===== src/rtl/ldw_pkg.sv =====
package ldw_pkg;
    localparam int unsigned VA_W     = 32;
    localparam int unsigned CTL_W    = 32;
    localparam int unsigned PA_W     = 40;
    localparam int unsigned DESC_W   = 64;
    localparam int unsigned LVL_W    = 2;
    localparam int unsigned ATTR_W   = 5;
    localparam int unsigned SZ_W     = 3;
    localparam int unsigned PSZ_W    = 32;
    localparam int unsigned SH_W     = 5;
    localparam int unsigned N_W      = 4;

    // control word field positions (decoded by the region selector)
    localparam int unsigned SZ0_LSB  = 0;
    localparam int unsigned SZ1_LSB  = 16;
    localparam int unsigned OFF0_BIT = 7;
    localparam int unsigned OFF1_BIT = 23;

    // descriptor format
    localparam int unsigned GRAN_SH  = 12;
    localparam int unsigned IDX_W    = 9;
    localparam int unsigned WORD_SH  = 3;

    typedef enum logic [1:0] {
        ST_IDLE = 2'd0,
        ST_REQ  = 2'd1,
        ST_WAIT = 2'd2,
        ST_DONE = 2'd3
    } walk_state_e;

    typedef struct packed {
        walk_state_e         st;
        logic [LVL_W-1:0]    lvl;
        logic [PA_W-1:0]     tbase;
        logic [VA_W-1:0]     va;
        logic [ATTR_W-1:0]   attr;
        logic                flt;
        logic [PA_W-1:0]     pa;
        logic [PSZ_W-1:0]    psz;
        logic [DESC_W-1:0]   desc;
    } walk_regs_t;
endpackage


===== src/rtl/ldw_region_sel.sv =====
module ldw_region_sel
    import ldw_pkg::*;
(
    input  logic [VA_W-1:0]   vaddr_i,
    input  logic [CTL_W-1:0]  ctrl_i,
    input  logic [DESC_W-1:0] base0_i,
    input  logic [DESC_W-1:0] base1_i,
    output logic              gap_o,
    output logic              off_o,
    output logic [LVL_W-1:0]  lvl_o,
    output logic [PA_W-1:0]   tbase_o,
    output logic [VA_W-1:0]   va_o
);
    localparam logic [VA_W-1:0] ONES = '1;

    logic [SZ_W-1:0]   s0, s1, sz;
    logic [VA_W-1:0]   hi0, hi1;
    logic              hit0, hit1, pick1;
    logic [N_W-1:0]    n;
    logic [DESC_W-1:0] base;

    always_comb begin
        s0    = ctrl_i[SZ0_LSB +: SZ_W];
        s1    = ctrl_i[SZ1_LSB +: SZ_W];
        hi0   = ~(ONES >> s0);
        hi1   = ~(ONES >> s1);
        hit0  = (s0 != '0) && ((vaddr_i & hi0) == '0);
        hit1  = (s1 != '0) && ((~vaddr_i & hi1) == '0);
        gap_o = 1'b0;
        pick1 = 1'b0;
        if (hit0)            pick1 = 1'b0;
        else if (hit1)       pick1 = 1'b1;
        else if (s0 == '0)   pick1 = 1'b0;
        else if (s1 == '0)   pick1 = 1'b1;
        else                 gap_o = 1'b1;

        sz    = pick1 ? s1 : s0;
        off_o = pick1 ? ctrl_i[OFF1_BIT] : ctrl_i[OFF0_BIT];
        base  = pick1 ? base1_i : base0_i;

        if (sz > 3'd1) begin
            lvl_o = 2'd2;
            n     = 4'd14 - {1'b0, sz};
        end else begin
            lvl_o = 2'd1;
            n     = 4'd5 - {1'b0, sz};
        end
        tbase_o = base[PA_W-1:0] & ({PA_W{1'b1}} << n);
        va_o    = vaddr_i & (ONES >> sz);
    end

    logic unused_sel_bits;
    assign unused_sel_bits = ^{ctrl_i, base[DESC_W-1:PA_W]};
endmodule


===== src/rtl/ldw_desc_addr.sv =====
module ldw_desc_addr
    import ldw_pkg::*;
(
    input  logic [PA_W-1:0]  tbase_i,
    input  logic [VA_W-1:0]  va_i,
    input  logic [LVL_W-1:0] lvl_i,
    output logic [PA_W-1:0]  addr_o
);
    localparam logic [VA_W-1:0] IDX_MASK = VA_W'(((1 << IDX_W) - 1) << WORD_SH);

    logic [SH_W-1:0] sh;
    logic [VA_W-1:0] idx;

    always_comb begin
        case (lvl_i)
            2'd1:    sh = SH_W'(IDX_W * 3);
            2'd2:    sh = SH_W'(IDX_W * 2);
            default: sh = SH_W'(IDX_W * 1);
        endcase
        idx    = (va_i >> sh) & IDX_MASK;
        addr_o = tbase_i | {{(PA_W-VA_W){1'b0}}, idx};
    end
endmodule


===== src/rtl/ldw_desc_decode.sv =====
module ldw_desc_decode
    import ldw_pkg::*;
(
    input  logic [DESC_W-1:0] desc_i,
    input  logic [LVL_W-1:0]  lvl_i,
    input  logic [VA_W-1:0]   va_i,
    output logic              bad_o,
    output logic              table_o,
    output logic [PA_W-1:0]   next_o,
    output logic [ATTR_W-1:0] attr_o,
    output logic [PA_W-1:0]   pa_o,
    output logic [PSZ_W-1:0]  psz_o
);
    localparam logic [PSZ_W-1:0] ONE = {{(PSZ_W-1){1'b0}}, 1'b1};

    logic            last;
    logic [SH_W-1:0] offw;
    logic [VA_W-1:0] offm;

    always_comb begin
        last    = (lvl_i == 2'd3);
        bad_o   = !desc_i[0] || (!desc_i[1] && last);
        table_o = desc_i[1] && !last;
        next_o  = {desc_i[PA_W-1:GRAN_SH], {GRAN_SH{1'b0}}};
        attr_o  = desc_i[DESC_W-1 -: ATTR_W];
        case (lvl_i)
            2'd1:    offw = SH_W'(GRAN_SH + 2*IDX_W);
            2'd2:    offw = SH_W'(GRAN_SH + IDX_W);
            default: offw = SH_W'(GRAN_SH);
        endcase
        psz_o = ONE << offw;
        offm  = va_i & (psz_o - ONE);
        pa_o  = next_o | {{(PA_W-VA_W){1'b0}}, offm};
    end

    logic unused_desc_bits;
    assign unused_desc_bits = ^{desc_i[DESC_W-ATTR_W-1:PA_W], desc_i[GRAN_SH-1:2]};
endmodule


===== src/rtl/ldw_walker.sv =====
module ldw_walker
    import ldw_pkg::*;
(
    input  logic              clk,
    input  logic              rst_n,
    input  logic              start_i,
    input  logic [31:0]       vaddr_i,
    input  logic [31:0]       ctrl_i,
    input  logic [63:0]       base0_i,
    input  logic [63:0]       base1_i,
    output logic              mem_req_o,
    output logic [39:0]       mem_addr_o,
    input  logic              mem_valid_i,
    input  logic [63:0]       mem_data_i,
    output logic              done_o,
    output logic              fault_o,
    output logic [1:0]        level_o,
    output logic [39:0]       paddr_o,
    output logic [31:0]       page_size_o,
    output logic [63:0]       desc_o,
    output logic [4:0]        tattr_o
);
    walk_regs_t r_d, r_q;

    logic              sel_gap, sel_off;
    logic [LVL_W-1:0]  sel_lvl;
    logic [PA_W-1:0]   sel_tbase;
    logic [VA_W-1:0]   sel_va;
    logic [PA_W-1:0]   rd_addr;
    logic              dec_bad, dec_table;
    logic [PA_W-1:0]   dec_next, dec_pa;
    logic [ATTR_W-1:0] dec_attr;
    logic [PSZ_W-1:0]  dec_psz;

    ldw_region_sel u_sel (
        .vaddr_i (vaddr_i),
        .ctrl_i  (ctrl_i),
        .base0_i (base0_i),
        .base1_i (base1_i),
        .gap_o   (sel_gap),
        .off_o   (sel_off),
        .lvl_o   (sel_lvl),
        .tbase_o (sel_tbase),
        .va_o    (sel_va)
    );

    ldw_desc_addr u_addr (
        .tbase_i (r_q.tbase),
        .va_i    (r_q.va),
        .lvl_i   (r_q.lvl),
        .addr_o  (rd_addr)
    );

    ldw_desc_decode u_dec (
        .desc_i  (mem_data_i),
        .lvl_i   (r_q.lvl),
        .va_i    (r_q.va),
        .bad_o   (dec_bad),
        .table_o (dec_table),
        .next_o  (dec_next),
        .attr_o  (dec_attr),
        .pa_o    (dec_pa),
        .psz_o   (dec_psz)
    );

    always_comb begin
        r_d = r_q;
        case (r_q.st)
            ST_IDLE: begin
                if (start_i) begin
                    r_d.va    = sel_va;
                    r_d.tbase = sel_tbase;
                    r_d.attr  = '0;
                    r_d.pa    = '0;
                    r_d.psz   = '0;
                    r_d.desc  = '0;
                    if (sel_gap || sel_off) begin
                        r_d.flt = 1'b1;
                        r_d.lvl = 2'd1;
                        r_d.st  = ST_DONE;
                    end else begin
                        r_d.flt = 1'b0;
                        r_d.lvl = sel_lvl;
                        r_d.st  = ST_REQ;
                    end
                end
            end
            ST_REQ: r_d.st = ST_WAIT;
            ST_WAIT: begin
                if (mem_valid_i) begin
                    r_d.desc = mem_data_i;
                    if (dec_bad) begin
                        r_d.flt = 1'b1;
                        r_d.st  = ST_DONE;
                    end else if (dec_table) begin
                        r_d.tbase = dec_next;
                        r_d.attr  = r_q.attr | dec_attr;
                        r_d.lvl   = r_q.lvl + 2'd1;
                        r_d.st    = ST_REQ;
                    end else begin
                        r_d.pa  = dec_pa;
                        r_d.psz = dec_psz;
                        r_d.st  = ST_DONE;
                    end
                end
            end
            default: r_d.st = ST_IDLE;
        endcase
    end

    always_ff @(posedge clk or negedge rst_n) begin
        if (!rst_n) r_q <= '0;
        else        r_q <= r_d;
    end

    assign mem_req_o   = (r_q.st == ST_REQ);
    assign mem_addr_o  = rd_addr;
    assign done_o      = (r_q.st == ST_DONE);
    assign fault_o     = r_q.flt;
    assign level_o     = r_q.lvl;
    assign paddr_o     = r_q.pa;
    assign page_size_o = r_q.psz;
    assign desc_o      = r_q.desc;
    assign tattr_o     = r_q.attr;

    // ---------------- assertions ----------------
    p_req_single_r9: assert property (@(posedge clk) disable iff (!rst_n)
        mem_req_o |=> !mem_req_o);

    p_addr_align_r5: assert property (@(posedge clk) disable iff (!rst_n)
        mem_req_o |-> (mem_addr_o[WORD_SH-1:0] == '0));

    p_done_pulse_r11: assert property (@(posedge clk) disable iff (!rst_n)
        done_o |=> !done_o);

    p_hold_va_r10: assert property (@(posedge clk) disable iff (!rst_n)
        (r_q.st != ST_IDLE) |=> $stable(r_q.va));

    p_early_fault_r3: assert property (@(posedge clk) disable iff (!rst_n)
        (r_q.st == ST_IDLE && start_i && (sel_gap || sel_off))
        |=> (done_o && fault_o && level_o == 2'd1 && !mem_req_o));

    p_table_step_r7: assert property (@(posedge clk) disable iff (!rst_n)
        (r_q.st == ST_WAIT && mem_valid_i && !dec_bad && dec_table)
        |=> (mem_req_o && level_o == $past(level_o) + 2'd1));

    p_fault_level_r6: assert property (@(posedge clk) disable iff (!rst_n)
        (done_o && fault_o) |-> (level_o != 2'd0));

    p_page_size_r8: assert property (@(posedge clk) disable iff (!rst_n)
        (done_o && !fault_o) |-> ($countones(page_size_o) == 1 &&
            page_size_o == (level_o == 2'd1 ? 32'h4000_0000 :
                            level_o == 2'd2 ? 32'h0020_0000 : 32'h0000_1000)));
endmodule


===== config.mk =====
export PLATFORM = sky130hd
export DESIGN_NAME = ldw_walker
export DESIGN_NICKNAME = d
export VERILOG_FILES = /design/src/rtl/ldw_pkg.sv /design/src/rtl/ldw_region_sel.sv /design/src/rtl/ldw_desc_addr.sv /design/src/rtl/ldw_desc_decode.sv /design/src/rtl/ldw_walker.sv
export SDC_FILE = /design/constraint.sdc
export NUM_CORES = 1
export LEC_CHECK = 0
export BUFFER_PORTS_ARGS = -buffer_cell sky130_fd_sc_hd__buf_2
export CAP_MARGIN = 20
export CELL_PAD_IN_SITES_DETAIL_PLACEMENT = 0
export CELL_PAD_IN_SITES_GLOBAL_PLACEMENT = 2
export CORE_MARGIN = 2
export CORE_UTILIZATION = 28
export CTS_BUF_LIST = sky130_fd_sc_hd__clkbuf_4 sky130_fd_sc_hd__clkbuf_8
export CTS_CLUSTER_DIAMETER = 100
export CTS_CLUSTER_SIZE = 16
export DETAILED_ROUTE_END_ITERATION = 10
export PLACE_DENSITY_LB_ADDON = 0.1
export SLEW_MARGIN = 15
export SYNTH_ARGS = -nofsm -noshare
export SYNTH_HDL_FRONTEND = slang
export SYNTH_HIERARCHICAL = 1
export SYNTH_SLANG_ARGS = --single-unit

===== constraint.sdc =====
create_clock -name clk -period 1.95 [get_ports clk]
set_input_delay 0.195 -clock clk [delete_from_list [all_inputs] [get_ports clk]]
set_output_delay 0.195 -clock clk [all_outputs]
set_load 0.01 [all_outputs]

==> results of run 1 <==
==> power by group through the flow <==
stage,clock [mW],combinational [mW],sequential (mW)
floorplan,0,8.87,7.10
global placement,0,11.8,7.67
detailed placement,0,11.8,7.67
CTS,3.07,12.8,7.61
global route,3.19,14.4,7.81
finish,2.86,13.2,7.58
==> final timing paths <==
kind / start / end / slack [ns] / cells after the start
setup / recovery: level_o[0] / mem_addr_o[8] / -0.63 / 8
hold / removal: rst_n / page_size_o[25] / 0.12 / 2
setup reg to reg: level_o[0] / r_q[174] / -0.53 / 10
hold reg to reg: r_q[143] / r_q[143] / 0.49 / 2
max in group asynchronous: rst_n / r_q[157] / 1.15 / 3
min in group clk: base0_i[37] / r_q[211] / 0.12 / 5
==> layout make-up <==
cell class / instances / area [um2]
inverter: 94 / 353
clock inverter: 2 / 46.3
timing repair buffer: 636 / 4640
multi-input combinational: 798 / 5910
tap: 622 / 778
sequential: 218 / 5460
clock buffer: 22 / 297
fill: 5027 / 31200
antenna: 4 / 10.0
==> state kept, by name (all words and copies together) (netlist names) <==
register     cells
paddr_o         40
r_q             74
tattr_o          5
page_size_o     32
fault_o          1
level_o          2
desc_o          64
==> critical path, stage by stage (launching register included) <==
cell and delay [ns]:
dfrtp_2 0.44, inv_2 0.08, ha_4 0.20, buf_6 0.15, mux2_4 0.31, a22oi_2 0.14, a21oi_2 0.09, or2_1 0.24
buf_2 0.15
==> cells in the mapped netlist (all sizes together) (20+ instances only) <==
library cell  number  area share
nand3b            40       0.022
a21o              22       0.012
inv               94       0.026
mux2i             87       0.064
buf              338        0.18
dfrtp            218        0.40
nor2              20      0.0057
nand2            238       0.065
a22o              64       0.041
mux2              71       0.059
o21ai             61       0.023
clkbuf            26      0.0071
==> routing by layer <==
layer  vias up  track usage  wire length (um)
li1       5162            -                 -
met1      5263        0.261             22800
met2       247        0.315             23600
met3        47       0.0235              1890
met4         0       0.0459              1030
met5         -            0                 0
==> cell families (layout without fill, tap and decap cells) <==
kind of cell / count (synthesis) / in the layout
other cells: 2 / 35
xor+xnor: 3 / 3
fa+ha+maj: 13 / 13
buf+inv: 458 / 754
simple gates: 369 / 369
flops: 218 / 218
mux: 160 / 160
compound gates: 222 / 222
==> placed cells by master, fill, tap and decap left out, drive strengths merged, types with 4 or more instances in the layout <==
master       instances
buf                538
nand2              238
dfrtp              218
inv                 95
dlygate4sd3         91
mux2i               87
mux2                71
a22o                64
o21ai               61
nand3b              40
conb                31
clkbuf              26
a21o                22
nor2                20
ha                  13
a21oi               13
and2                11
nand3               11
nor2b               10
and3                 6
nor3b                6
or2                  6
o22ai                5
a221oi               5
a211oi               5
o31ai                5
a22oi                5
diode                4
nand2b               4
a31oi                4
a211o                4
nor4                 4
==> repair_timing <==
item,CTS,global route
gates resized for setup,61,16
gates cloned,5,4
setup buffers,15,16
hold buffers,91,0
endpoints found under the hold margin,328,0
setup endpoints to repair,101,133
pin swaps,18,10
==> per-stage QoR <==
step	cells	setup WS (ns)	util	cell area [um2]	power, mW
floorplan	1474	-0.985	-	14100	16.0
global placement	2239	-0.998	0.317	15400	19.4
detailed placement	2239	-1.04	0.317	15400	19.5
CTS	2373	-0.702	0.353	17200	23.5
global route	2395	-0.728	0.359	17500	25.4
finish	2396	-0.625	0.360	17500	23.7
==> metrics.md, run 1 <==
| Metric | Value |
|---|---|
| CTS sink cnt | `218` |
| Initial drt markers | `543` |
| Violated checks | `negative setup slack` |
| Clock Power Share | `0.121` |
| Sum Neg Setup Slack | `-48.97 ns` |
| Compound-cell area share of the yosys netlist | `0.120` |
| Simple logic cell fraction of the synthesized area | `0.129` |
| Worst-skew pair later-pin latency | `0.58 ns` |
| Cell Pwr Density | `1350 mW/mm2` |
| Clock skew | `0.0399 ns` |
| Worst min path class | `input pin to async pin` |
| Gpl congestion | `0.831` |
| DR vias | `10,700` |
| Global route total overflow | `0` |
| Final Slew Violations | `0` |
| Max Cap Viol | `0` |
| GRT Total Usage | `0.189` |
| Hold WS | `0.117 ns` |
| Synthesized area | `0.0137 mm2` |
| Sequential share of the synthesized area | `0.398` |
| Syn. warnings | `6` |
| Largest family of logic cells by synthesized area | `buffers and inverters` |
| Final #Nets | `2,039` |
| Row Count | `81` |
| CP required | `1.75 ns` |
| Synth Instances | `1,445` |
| Largest net degree at the start of global routing | `65` |
| Mux contribution to synthesized area | `0.126` |
| RSZ-0062 raised after global routing | `yes` |
| Final Hold Vio Count | `0` |
| Die width | `225 um` |
| Clock period minus worst slack | `2.58 ns` |
| First-pass GRT wire length | `72,000 um` |
| Layout cells sized above 1 | `0.401` |
| Final Cycle Share | `1.32` |
| Area Overhead vs Synth | `27.5%` |
| Status | `complete, but fails checks` |
| Comb pwr share | `0.559` |
| Pint | `13.8 mW` |
| Slew at the pin closest to its max-slew limit | `0.893 ns` |
| Leakage | `8.78 nW` |
| Core area | `0.0486 mm2` |
| Seq cells post-synth | `218` |
| Arrival time worst endpoint | `2.38 ns` |
| Slew HR | `0.389` |
| IO buf count | `371` |
| Count of cell types in the netlist | `80` |
| Initial antenna violation count | `3` |
| Vias in the first global route | `11,000` |
| CP Max Fanout | `6` |
| Adder-Cell Fraction of Synth Area | `0.0119` |
| Die height | `225 um` |
| Clk buf depth | `3` |
| Critical setup path kind | `flip-flop to output pin` |
| Final HPWL DP | `36,700 um` |
| Seq pwr share | `0.320` |
| Sw Share | `0.416` |
| Avg Inst Size Synth | `9.49 um2` |
| # setup viols final | `128` |
| NetSw | `9.84 mW` |
| EDFF count, synth | `0` |
| Max rail drop VDD | `0.581 mV` |
| Post-DRT Antenna Nets | `0` |
| Synth Flop Type | `dfrtp_1` |
| Ys async rst share | `1.00` |
| Post-synthesis xor/xnor area fraction | `0.00192` |
| Root Buffer | `clkbuf_8` |
| Worst setup SP type | `flip-flop` |
| IO Count | `446` |
| Worst-path clk slew | `0.12 ns` |
| Cts bufs inserted | `18` |
| Vias per cell | `4.47` |
| F_max | `388 MHz` |
| CP Capture Type | `output pin` |
| Routed WL | `49,400 um` |
| H-Tree Level Count | `1` |
| First-pass detailed-route iteration total | `7` |
| CTS tree | `done` |
| Setup ws final | `-0.625 ns` |
| Drt wl/cell | `20.6 um` |
| Total die area | `0.0508 mm2` |
| DR DRC count | `0` |
| Initial Utilization | `0.282` |
Power figures use the tool's default switching activity.
==> run 2: changes to the inputs <==
--- a/config.mk
+++ b/config.mk
@@ -5,12 +5,13 @@
 export SDC_FILE = /design/constraint.sdc
 export NUM_CORES = 1
 export LEC_CHECK = 0
+export ABC_AREA = 1
 export BUFFER_PORTS_ARGS = -buffer_cell sky130_fd_sc_hd__buf_2
 export CAP_MARGIN = 20
 export CELL_PAD_IN_SITES_DETAIL_PLACEMENT = 0
 export CELL_PAD_IN_SITES_GLOBAL_PLACEMENT = 2
 export CORE_MARGIN = 2
-export CORE_UTILIZATION = 28
+export CORE_UTILIZATION = 26
 export CTS_BUF_LIST = sky130_fd_sc_hd__clkbuf_4 sky130_fd_sc_hd__clkbuf_8
 export CTS_CLUSTER_DIAMETER = 100
 export CTS_CLUSTER_SIZE = 16
==> run 2 against run 1 <==
Net effect: the run still ends with negative setup slack left; maximum frequency rose by 8.2%; final area rose by 4.0%; non-clock buffer count rose by 21; clock power fell by 4%; setup slack improved by 0.19 ns; synthesized cell count rose by 27%; register-to-register slack improved by 0.45 ns; area after synthesis rose by 0.86%; via count rose by 14%; combinational power rose by 30%; critical path type unchanged.
==> metrics.md, run 2 <==
| Metric | Value |
|---|---|
| Most frequent cells in the layout | `676 x nand2_1, 361 x buf_2, 217 x dfrtp_1, 181 x nand3_1, 121 x dlygate4sd3_1 (was 362 x buf_2, 237 x nand2_1, 214 x dfrtp_1, 135 x buf_4)` |
| Avg Inst Size Synth | `7.57 um2 (was 9.49 um2)` |
| Layout cells sized above 1 | `0.323 (was 0.401)` |
| Gpl congestion | `0.782 (was 0.831)` |
| Count leader, synth | `nand2_1 (was buf_4)` |
| Final #Nets | `2,429 (was 2,039)` |
| Startpoint of the worst hold path | `base0_i[18]` |
| Ys async rst share | `1.00 (unchanged)` |
| Post-DRT Antenna Nets | `0 (unchanged)` |
| Max FFs per register | `74 (unchanged)` |
| Worst setup SP type | `flip-flop (unchanged)` |
| Cell depth of the worst setup path | `8 (unchanged)` |
| Sum Neg Setup Slack | `-7.99 ns (was -48.97 ns)` |
| Worst-path cell chain | `inv_2 > buf_6 > ha_4 > inv_8 > buf_4 > o21ai_2 > nand3b_1 > buf_2 (was inv_2 > ha_4 > buf_6 > mux2_4 > a22oi_2 > a21oi_2 > or2_1 > buf_2)` |
| CTS tree | `done (unchanged)` |
| H-Tree Level Count | `1 (unchanged)` |
| Syn. warnings | `6 (unchanged)` |
| Cts bufs inserted | `18 (unchanged)` |
| Initial antenna violation count | `3 (unchanged)` |
| Total die area | `0.0551 mm2 (was 0.0508 mm2)` |
| Commonest non-fill, non-tap cell in the layout | `nand2_1 (was buf_2)` |
| IO buf count | `371 (unchanged)` |
| Initial Utilization | `0.263 (was 0.282)` |
| CP required | `1.75 ns (about the same)` |
| Status | `complete, but fails checks (unchanged)` |
| Synthesized area | `0.0138 mm2 (was 0.0137 mm2)` |
| Hold EP | `r_q[192]` |
| F_max | `420 MHz (was 388 MHz)` |
| GRT Total Usage | `0.184 (was 0.189)` |
| RR Endpoint | `page_size_o[20] (was r_q[174])` |
| Worst-path clk slew | `0.12 ns (about the same)` |
| FF-to-FF Start | `level_o[0] (unchanged)` |
| Max Cap Viol | `0 (unchanged)` |
| Design Area, Final | `0.0182 mm2 (was 0.0175 mm2)` |
| Clock skew | `0.0322 ns (was 0.0399 ns)` |
| Final HPWL DP | `36,700 um (about the same)` |
| Area Overhead vs Synth | `31.6% (was 27.5%)` |
| CP Capture Type | `output pin (unchanged)` |
| Global route total overflow | `0 (unchanged)` |
| Vias in the first global route | `12,800 (was 11,000)` |
| Drt wl/cell | `18.7 um (was 20.6 um)` |
| Yosys top cell area share | `0.394 (was 0.398)` |
| Initial drt markers | `527 (was 543)` |
| # setup viols final | `107 (was 128)` |
| Clk buf depth | `3 (unchanged)` |
| Placement Cell Area | `0.0154 mm2 (about the same)` |
| Setup ws final | `-0.431 ns (was -0.625 ns)` |
| Cell taking the most area after synthesis | `dfrtp_1 (unchanged)` |
| Die width | `235 um (was 225 um)` |
| Clock period minus worst slack | `2.38 ns (was 2.58 ns)` |
| Synth top cells by count | `709 x nand2_1, 280 x buf_4, 218 x dfrtp_1 (was 289 x buf_4, 238 x nand2_1, 218 x dfrtp_1)` |
| Count of cell types in the netlist | `36 (was 80)` |
| First-pass GRT wire length | `79,000 um (was 72,000 um)` |
| First-pass detailed-route iteration total | `4 (was 7)` |
| RSZ-0062 raised after global routing | `yes (unchanged)` |
| WP buf/inv | `5 (was 3)` |
| Slowest-stage cell, CP | `dfrtp_1 (was dfrtp_2)` |
| Final Hold Vio Count | `0 (unchanged)` |
| Core area | `0.0526 mm2 (was 0.0486 mm2)` |
| Slew at the pin closest to its max-slew limit | `0.636 ns (was 0.893 ns)` |
| FF-to-FF setup slack | `-0.08 ns (was -0.53 ns)` |
| Vias per cell | `4.28 (was 4.47)` |
| Total power | `27.6 mW (was 23.7 mW)` |
| Row Count | `84 (was 81)` |
| Root Buffer | `clkbuf_8 (unchanged)` |
| Hold WS | `0.0452 ns (was 0.117 ns)` |
| CP delay by family, top | `buffers and inverters (was flip-flops)` |
| R2R depth | `14 (was 10)` |
| Largest net degree at the start of global routing | `54 (was 65)` |
| DR DRC count | `0 (unchanged)` |
| Sequential share of the synthesized area | `0.394 (was 0.398)` |
| Synth Flop Type | `dfrtp_1 (unchanged)` |
| CTS sink cnt | `218 (unchanged)` |
| EDFF count, synth | `0 (unchanged)` |
| Final Cycle Share | `1.22 (was 1.32)` |
| Cell Pwr Density | `1520 mW/mm2 (was 1350 mW/mm2)` |
| Worst stage delay on the critical path | `0.43 ns (was 0.44 ns)` |
| Max rail drop VDD | `0.680 mV (was 0.581 mV)` |
| Violated checks | `negative setup slack (unchanged)` |
| Seq cells post-synth | `218 (unchanged)` |
| Routed WL | `53,400 um (was 49,400 um)` |
| Worst-skew pair later-pin latency | `0.58 ns (about the same)` |
| Fill cells | `5,726 (was 5,027)` |
| Die height | `235 um (was 225 um)` |
| CP Max Fanout | `13 (was 6)` |
| Top reg by flops | `r_q (unchanged)` |
| Critical setup path kind | `flip-flop to output pin (unchanged)` |
| Arrival time worst endpoint | `2.19 ns (was 2.38 ns)` |
| Worst min path class | `input pin to flip-flop (was input pin to async pin)` |
| Min-Delay Path Depth | `6` |
| Leakage | `9.98 nW (was 8.78 nW)` |
| Slew HR | `0.576 (was 0.389)` |
| Synth top area cells | `dfrtp_1 39%, nand2_1 19%, buf_4 15% (was dfrtp_1 40%, buf_4 16%, nand2_1 6.5%)` |
| IO Count | `446 (unchanged)` |
| Final Slew Violations | `0 (unchanged)` |
| DR vias | `12,200 (was 10,700)` |
| Synth Instances | `1,828 (was 1,445)` |
==> run 2: changes by cell type after synthesis, sizes merged, moves of 11 or more <==
cell	previous run	this run
nand3	11	191
nand2	238	717
o21ai	61	41
a22o	64	0
nand3b	40	77
nor2	20	33
mux2i	87	0
mux2	71	33
and2	11	0
inv	94	69
==> run 2: worst max path at each step <==
stage	slack [ns]	startpoint	to
final	-0.43	level_o[0]	mem_addr_o[10]
after global routing	-0.55	level_o[0]	mem_addr_o[3]
after CTS	-0.45	level_o[0]	mem_addr_o[5]
after detailed placement	-0.41	ctrl_i[17]	r_q[175]
after global placement	-0.38	ctrl_i[17]	r_q[175]
after floorplan	-0.06	ctrl_i[17]	r_q[175]
==> run 2: layout make-up <==
type,count,area [um2],area share
flip-flops and latches,218,5460,0.300
well taps,688,861,0.0473
clock inverters,3,26.3,0.00144
multi-input cells,1192,6060,0.333
inverters,69,289,0.0159
clock buffers,22,297,0.0163
diodes,1,2.50,0.000138
repair buffers,657,5200,0.286
==> run 2: per-layer routing <==
metal / track usage / vias up / wire length, um
met5: 0 / - / 46
met4: 0.0437 / 6 / 1060
met3: 0.0304 / 57 / 2170
met2: 0.309 / 256 / 25200
met1: 0.246 / 5729 / 24900
li1: - / 6139 / -
==> run 2: cell families after synthesis <==
family | after synthesis | share of synthesized area
and+or+nand+nor | 1022 | 0.321
buffers and inverters | 448 | 0.204
DFF | 218 | 0.394
AOI/OAI and AO/OA | 92 | 0.0411
muxes | 33 | 0.0269
adders and majority gates | 13 | 0.0118
other | 2 | 0.000543
==> run 2: worst min-delay path: stages <==
cell and delay [ns]:
buf_2 0.08, mux2_2 0.13, nand2_1 0.05, nand2_1 0.05, nand2_1 0.04, nand2_1 0.04
==> run 2: through the flow <==
stage                      util  std cells  setup slack (ns)
final                     0.346       2850            -0.431
after CTS                 0.333       2823            -0.447
after floorplan               -       1857           -0.0577
after detailed placement  0.293       2659            -0.413
after global routing      0.346       2850            -0.548
after global placement    0.293       2659            -0.376
==> run 2: power by group <==
group | internal (mW) | leakage (nW) | switching [mW] | total, mW
combinational | 7.53 | 6.96 | 9.58 | 17.1
clock | 1.01 | 0.170 | 1.74 | 2.75
sequential | 6.44 | 2.85 | 1.35 | 7.79
total | 15.0 | 9.98 | 12.7 | 27.6
==> run 2: timing repair <==
action,CTS,global route
hold buffers,121,0
resized for setup,95,70
pin swaps,17,23
endpoints found under the hold margin,345,0
setup buffers,11,13
cloned,8,15
endpoints found under the setup margin,60,122
==> run 3: changes to the inputs <==
--- a/config.mk
+++ b/config.mk
@@ -11,14 +11,14 @@
 export CELL_PAD_IN_SITES_DETAIL_PLACEMENT = 0
 export CELL_PAD_IN_SITES_GLOBAL_PLACEMENT = 2
 export CORE_MARGIN = 2
-export CORE_UTILIZATION = 26
+export CORE_UTILIZATION = 25
 export CTS_BUF_LIST = sky130_fd_sc_hd__clkbuf_4 sky130_fd_sc_hd__clkbuf_8
 export CTS_CLUSTER_DIAMETER = 100
 export CTS_CLUSTER_SIZE = 16
 export DETAILED_ROUTE_END_ITERATION = 10
+export HOLD_SLACK_MARGIN = 0.02
 export PLACE_DENSITY_LB_ADDON = 0.1
 export SLEW_MARGIN = 15
 export SYNTH_ARGS = -nofsm -noshare
 export SYNTH_HDL_FRONTEND = slang
-export SYNTH_HIERARCHICAL = 1
 export SYNTH_SLANG_ARGS = --single-unit
==> run 3 against run 2 <==
Net effect: the flow still finishes with violations (negative setup slack); critical path type unchanged; non-clock buffer count down 47; final cell count down 18%; worst hold slack better by 0.0037 ns.
==> metrics.md, run 3 <==
| Metric | Value |
|---|---|
| Status | `complete, but fails checks (unchanged)` |
| Violated checks | `negative setup slack (unchanged)` |
| Global route total overflow | `0 (unchanged)` |
| Yosys top cell area share | `0.466 (was 0.394)` |
| Row Count | `76 (was 84)` |
| DR DRC count | `0 (unchanged)` |
| R2R depth | `11 (was 14)` |
| Initial antenna violation count | `3 (unchanged)` |
| Layout cells sized above 1 | `0.341 (was 0.323)` |
| Core area | `0.0430 mm2 (was 0.0526 mm2)` |
| Die height | `212 um (was 235 um)` |
| Clk buf depth | `3 (unchanged)` |
| Count leader, synth | `nand2_1 (unchanged)` |
| Critical Path Source | `level_o[1] (was level_o[0])` |
| Final HPWL DP | `31,800 um (was 36,700 um)` |
| Seq cells post-synth | `202 (was 218)` |
| EDFF count, synth | `0 (unchanged)` |
| Cell taking the most area after synthesis | `dfrtp_1 (unchanged)` |
| Slew HR | `0.652 (was 0.576)` |
| Worst-path clk slew | `0.11 ns (was 0.12 ns)` |
| Gpl congestion | `0.786 (was 0.782)` |
| Synth Flop Type | `dfrtp_1 (unchanged)` |
| Critical setup path kind | `flip-flop to output pin (unchanged)` |
| Syn. warnings | `0 (was 6)` |
| FF-to-FF setup slack | `0.07 ns (was -0.08 ns)` |
| Top reg by flops | `r_q (unchanged)` |
| FF-to-FF Start | `level_o[1] (was level_o[0])` |
| Initial Utilization | `0.252 (was 0.263)` |
| Design Area, Final | `0.0151 mm2 (was 0.0182 mm2)` |
| Drt wl/cell | `18.8 um (was 18.7 um)` |
| CP Capture Type | `output pin (unchanged)` |
| Max rail drop VDD | `0.569 mV (was 0.680 mV)` |
| F_max | `443 MHz (was 420 MHz)` |
| Synth Instances | `1,343 (was 1,828)` |
| Routed WL | `43,900 um (was 53,400 um)` |
| Avg Inst Size Synth | `8.07 um2 (was 7.57 um2)` |
| CTS sink cnt | `202 (was 218)` |
| Setup ws final | `-0.309 ns (was -0.431 ns)` |
| Cell Pwr Density | `1400 mW/mm2 (was 1520 mW/mm2)` |
| Most frequent cells in the layout | `350 x buf_2, 300 x nand2_1, 201 x dfrtp_1, 145 x dlygate4sd3_1, 125 x nor2_1 (was 676 x nand2_1, 361 x buf_2, 217 x dfrtp_1, 181 x nand3_1, 121 x dlygate4sd3_1)` |
| Worst min path class | `input pin to flip-flop (unchanged)` |
| CP required | `1.75 ns (about the same)` |
| Final Hold Vio Count | `0 (unchanged)` |
| Max Cap Viol | `0 (unchanged)` |
| Final Slew Violations | `0 (unchanged)` |
| Largest net degree at the start of global routing | `73 (was 54)` |
| Commonest non-fill, non-tap cell in the layout | `buf_2 (was nand2_1)` |
| Final #Nets | `2,019 (was 2,429)` |
| # setup viols final | `9 (was 107)` |
| Synth top area cells | `dfrtp_1 47%, buf_4 12%, nand2_1 11% (was dfrtp_1 39%, nand2_1 19%, buf_4 15%)` |
| Worst Setup EP | `mem_addr_o[9] (was mem_addr_o[10])` |
| IO buf count | `357 (was 371)` |
| IO Count | `446 (unchanged)` |
| Synth top cells by count | `320 x nand2_1, 202 x dfrtp_1, 177 x buf_4 (was 709 x nand2_1, 280 x buf_4, 218 x dfrtp_1)` |
| CTS tree | `done (unchanged)` |
| Final Cycle Share | `1.16 (was 1.22)` |
| H-Tree Level Count | `1 (unchanged)` |
| Initial drt markers | `585 (was 527)` |
| Cts bufs inserted | `17 (was 18)` |
| RSZ-0062 raised after global routing | `yes (unchanged)` |
| Hold WS | `0.0490 ns (was 0.0452 ns)` |
| Max FFs per register | `74 (unchanged)` |
| Arrival time worst endpoint | `2.06 ns (was 2.19 ns)` |
| CP Max Fanout | `9 (was 13)` |
| Slew at the pin closest to its max-slew limit | `0.523 ns (was 0.636 ns)` |
| Post-DRT Antenna Nets | `0 (unchanged)` |
| Vias in the first global route | `10,000 (was 12,800)` |
| Area Overhead vs Synth | `39.4% (was 31.6%)` |
| Clock skew | `0.0334 ns (was 0.0322 ns)` |
| Total die area | `0.0450 mm2 (was 0.0551 mm2)` |
| DR vias | `9,953 (was 12,200)` |
| Leakage | `7.81 nW (was 9.98 nW)` |
| Clock period minus worst slack | `2.26 ns (was 2.38 ns)` |
| Die width | `212 um (was 235 um)` |
| Vias per cell | `4.26 (was 4.28)` |
| GRT Total Usage | `0.187 (was 0.184)` |
| First-pass GRT wire length | `63,500 um (was 79,000 um)` |
| Count of cell types in the netlist | `43 (was 36)` |
| Synthesized area | `0.0108 mm2 (was 0.0138 mm2)` |
| Placement Cell Area | `0.0128 mm2 (was 0.0154 mm2)` |
| Ys async rst share | `1.00 (unchanged)` |
| Sequential share of the synthesized area | `0.466 (was 0.394)` |
| RR Endpoint | `paddr_o[30] (was page_size_o[20])` |
| Fill cells | `4,729 (was 5,726)` |
| Root Buffer | `clkbuf_8 (unchanged)` |
| First-pass detailed-route iteration total | `6 (was 4)` |
| Worst setup SP type | `flip-flop (unchanged)` |
| Worst-skew pair later-pin latency | `0.54 ns (was 0.58 ns)` |
run 3: through the flow:
stage / util / cells / setup TNS [ns] / power, mW / setup WS, ns
finish: 0.352 / 2335 / -2.36 / 21.1 / -0.309
global route: 0.351 / 2333 / -3.85 / 22.9 / -0.420
CTS: 0.343 / 2322 / -3.25 / 20.8 / -0.386
detailed placement: 0.297 / 2149 / -9.98 / 17.3 / -0.428
global placement: 0.297 / 2149 / -8.63 / 17.3 / -0.384
floorplan: - / 1358 / -0.606 / 13.9 / -0.133
run 3: where the power goes:
group / internal (mW) / total [mW] / switching, mW
registers: 5.92 / 6.93 / 1.01
logic: 4.70 / 11.8 / 7.07
clock network: 0.849 / 2.42 / 1.57
total: 11.5 / 21.1 / 9.65
run 3: layer usage:
metal | up-vias | track usage | routed length [um]
met5 | - | 0 | 30
met4 | 4 | 0.0297 | 473
met3 | 33 | 0.0272 | 2050
met2 | 254 | 0.310 | 20800
met1 | 4724 | 0.262 | 20500
li1 | 4938 | - | -
run 3: kinds of logic after synthesis:
| kind of cell | share of synthesized area |
|---|---|
| flops | 0.466 |
| mux | 0.00208 |
| other cells | 0.000346 |
| simple gates | 0.242 |
| compound gates | 0.0964 |
| fa+ha+maj | 0.0162 |
| buf+inv | 0.177 |
run 3: final cells by class:
cell class | instances | area (um2) | share of cell area
clock inverters | 3 | 27.5 | 0.00182
inverters | 78 | 315 | 0.0209
repair buffers | 610 | 4430 | 0.293
flip-flops and latches | 202 | 5060 | 0.335
multi-input cells | 836 | 4310 | 0.285
clock buffers | 18 | 241 | 0.0160
well taps | 585 | 732 | 0.0484
diodes | 3 | 7.51 | 0.000497
run 3: worst min-delay path by stage:
stage | start | to | slack (ns) | depth (start not counted)
after global routing | base1_i[9] | r_q[183] | 0.03 | 5
after detailed placement | rst_n | r_q[182] | 0.12 | 1
after CTS | base0_i[35] | r_q[209] | 0.02 | 5
final | base1_i[9] | r_q[183] | 0.05 | 5
after floorplan | rst_n | desc_o[0] | -0.10 | 0
after global placement | rst_n | r_q[182] | 0.12 | 1
run 3: repair_timing:
| item | in CTS | in global routing |
|---|---|---|
| hold buffers | 145 | 0 |
| pin swaps | 10 | 18 |
| gates resized for setup | 53 | 54 |
| setup buffers | 6 | 7 |
| setup endpoints to repair | 44 | 97 |
| hold endpoints to repair | 342 | 0 |
| cloned | 1 | 6 |
run 3: worst max-delay path, stage by stage, from the launching register on:
cell	delay, ns
dfrtp_2	0.42
buf_4	0.14
ha_4	0.17
buf_12	0.14
nor2_4	0.10
buf_6	0.15
buf_6	0.11
nand2_1	0.06
nand4_1	0.08
buf_2	0.14
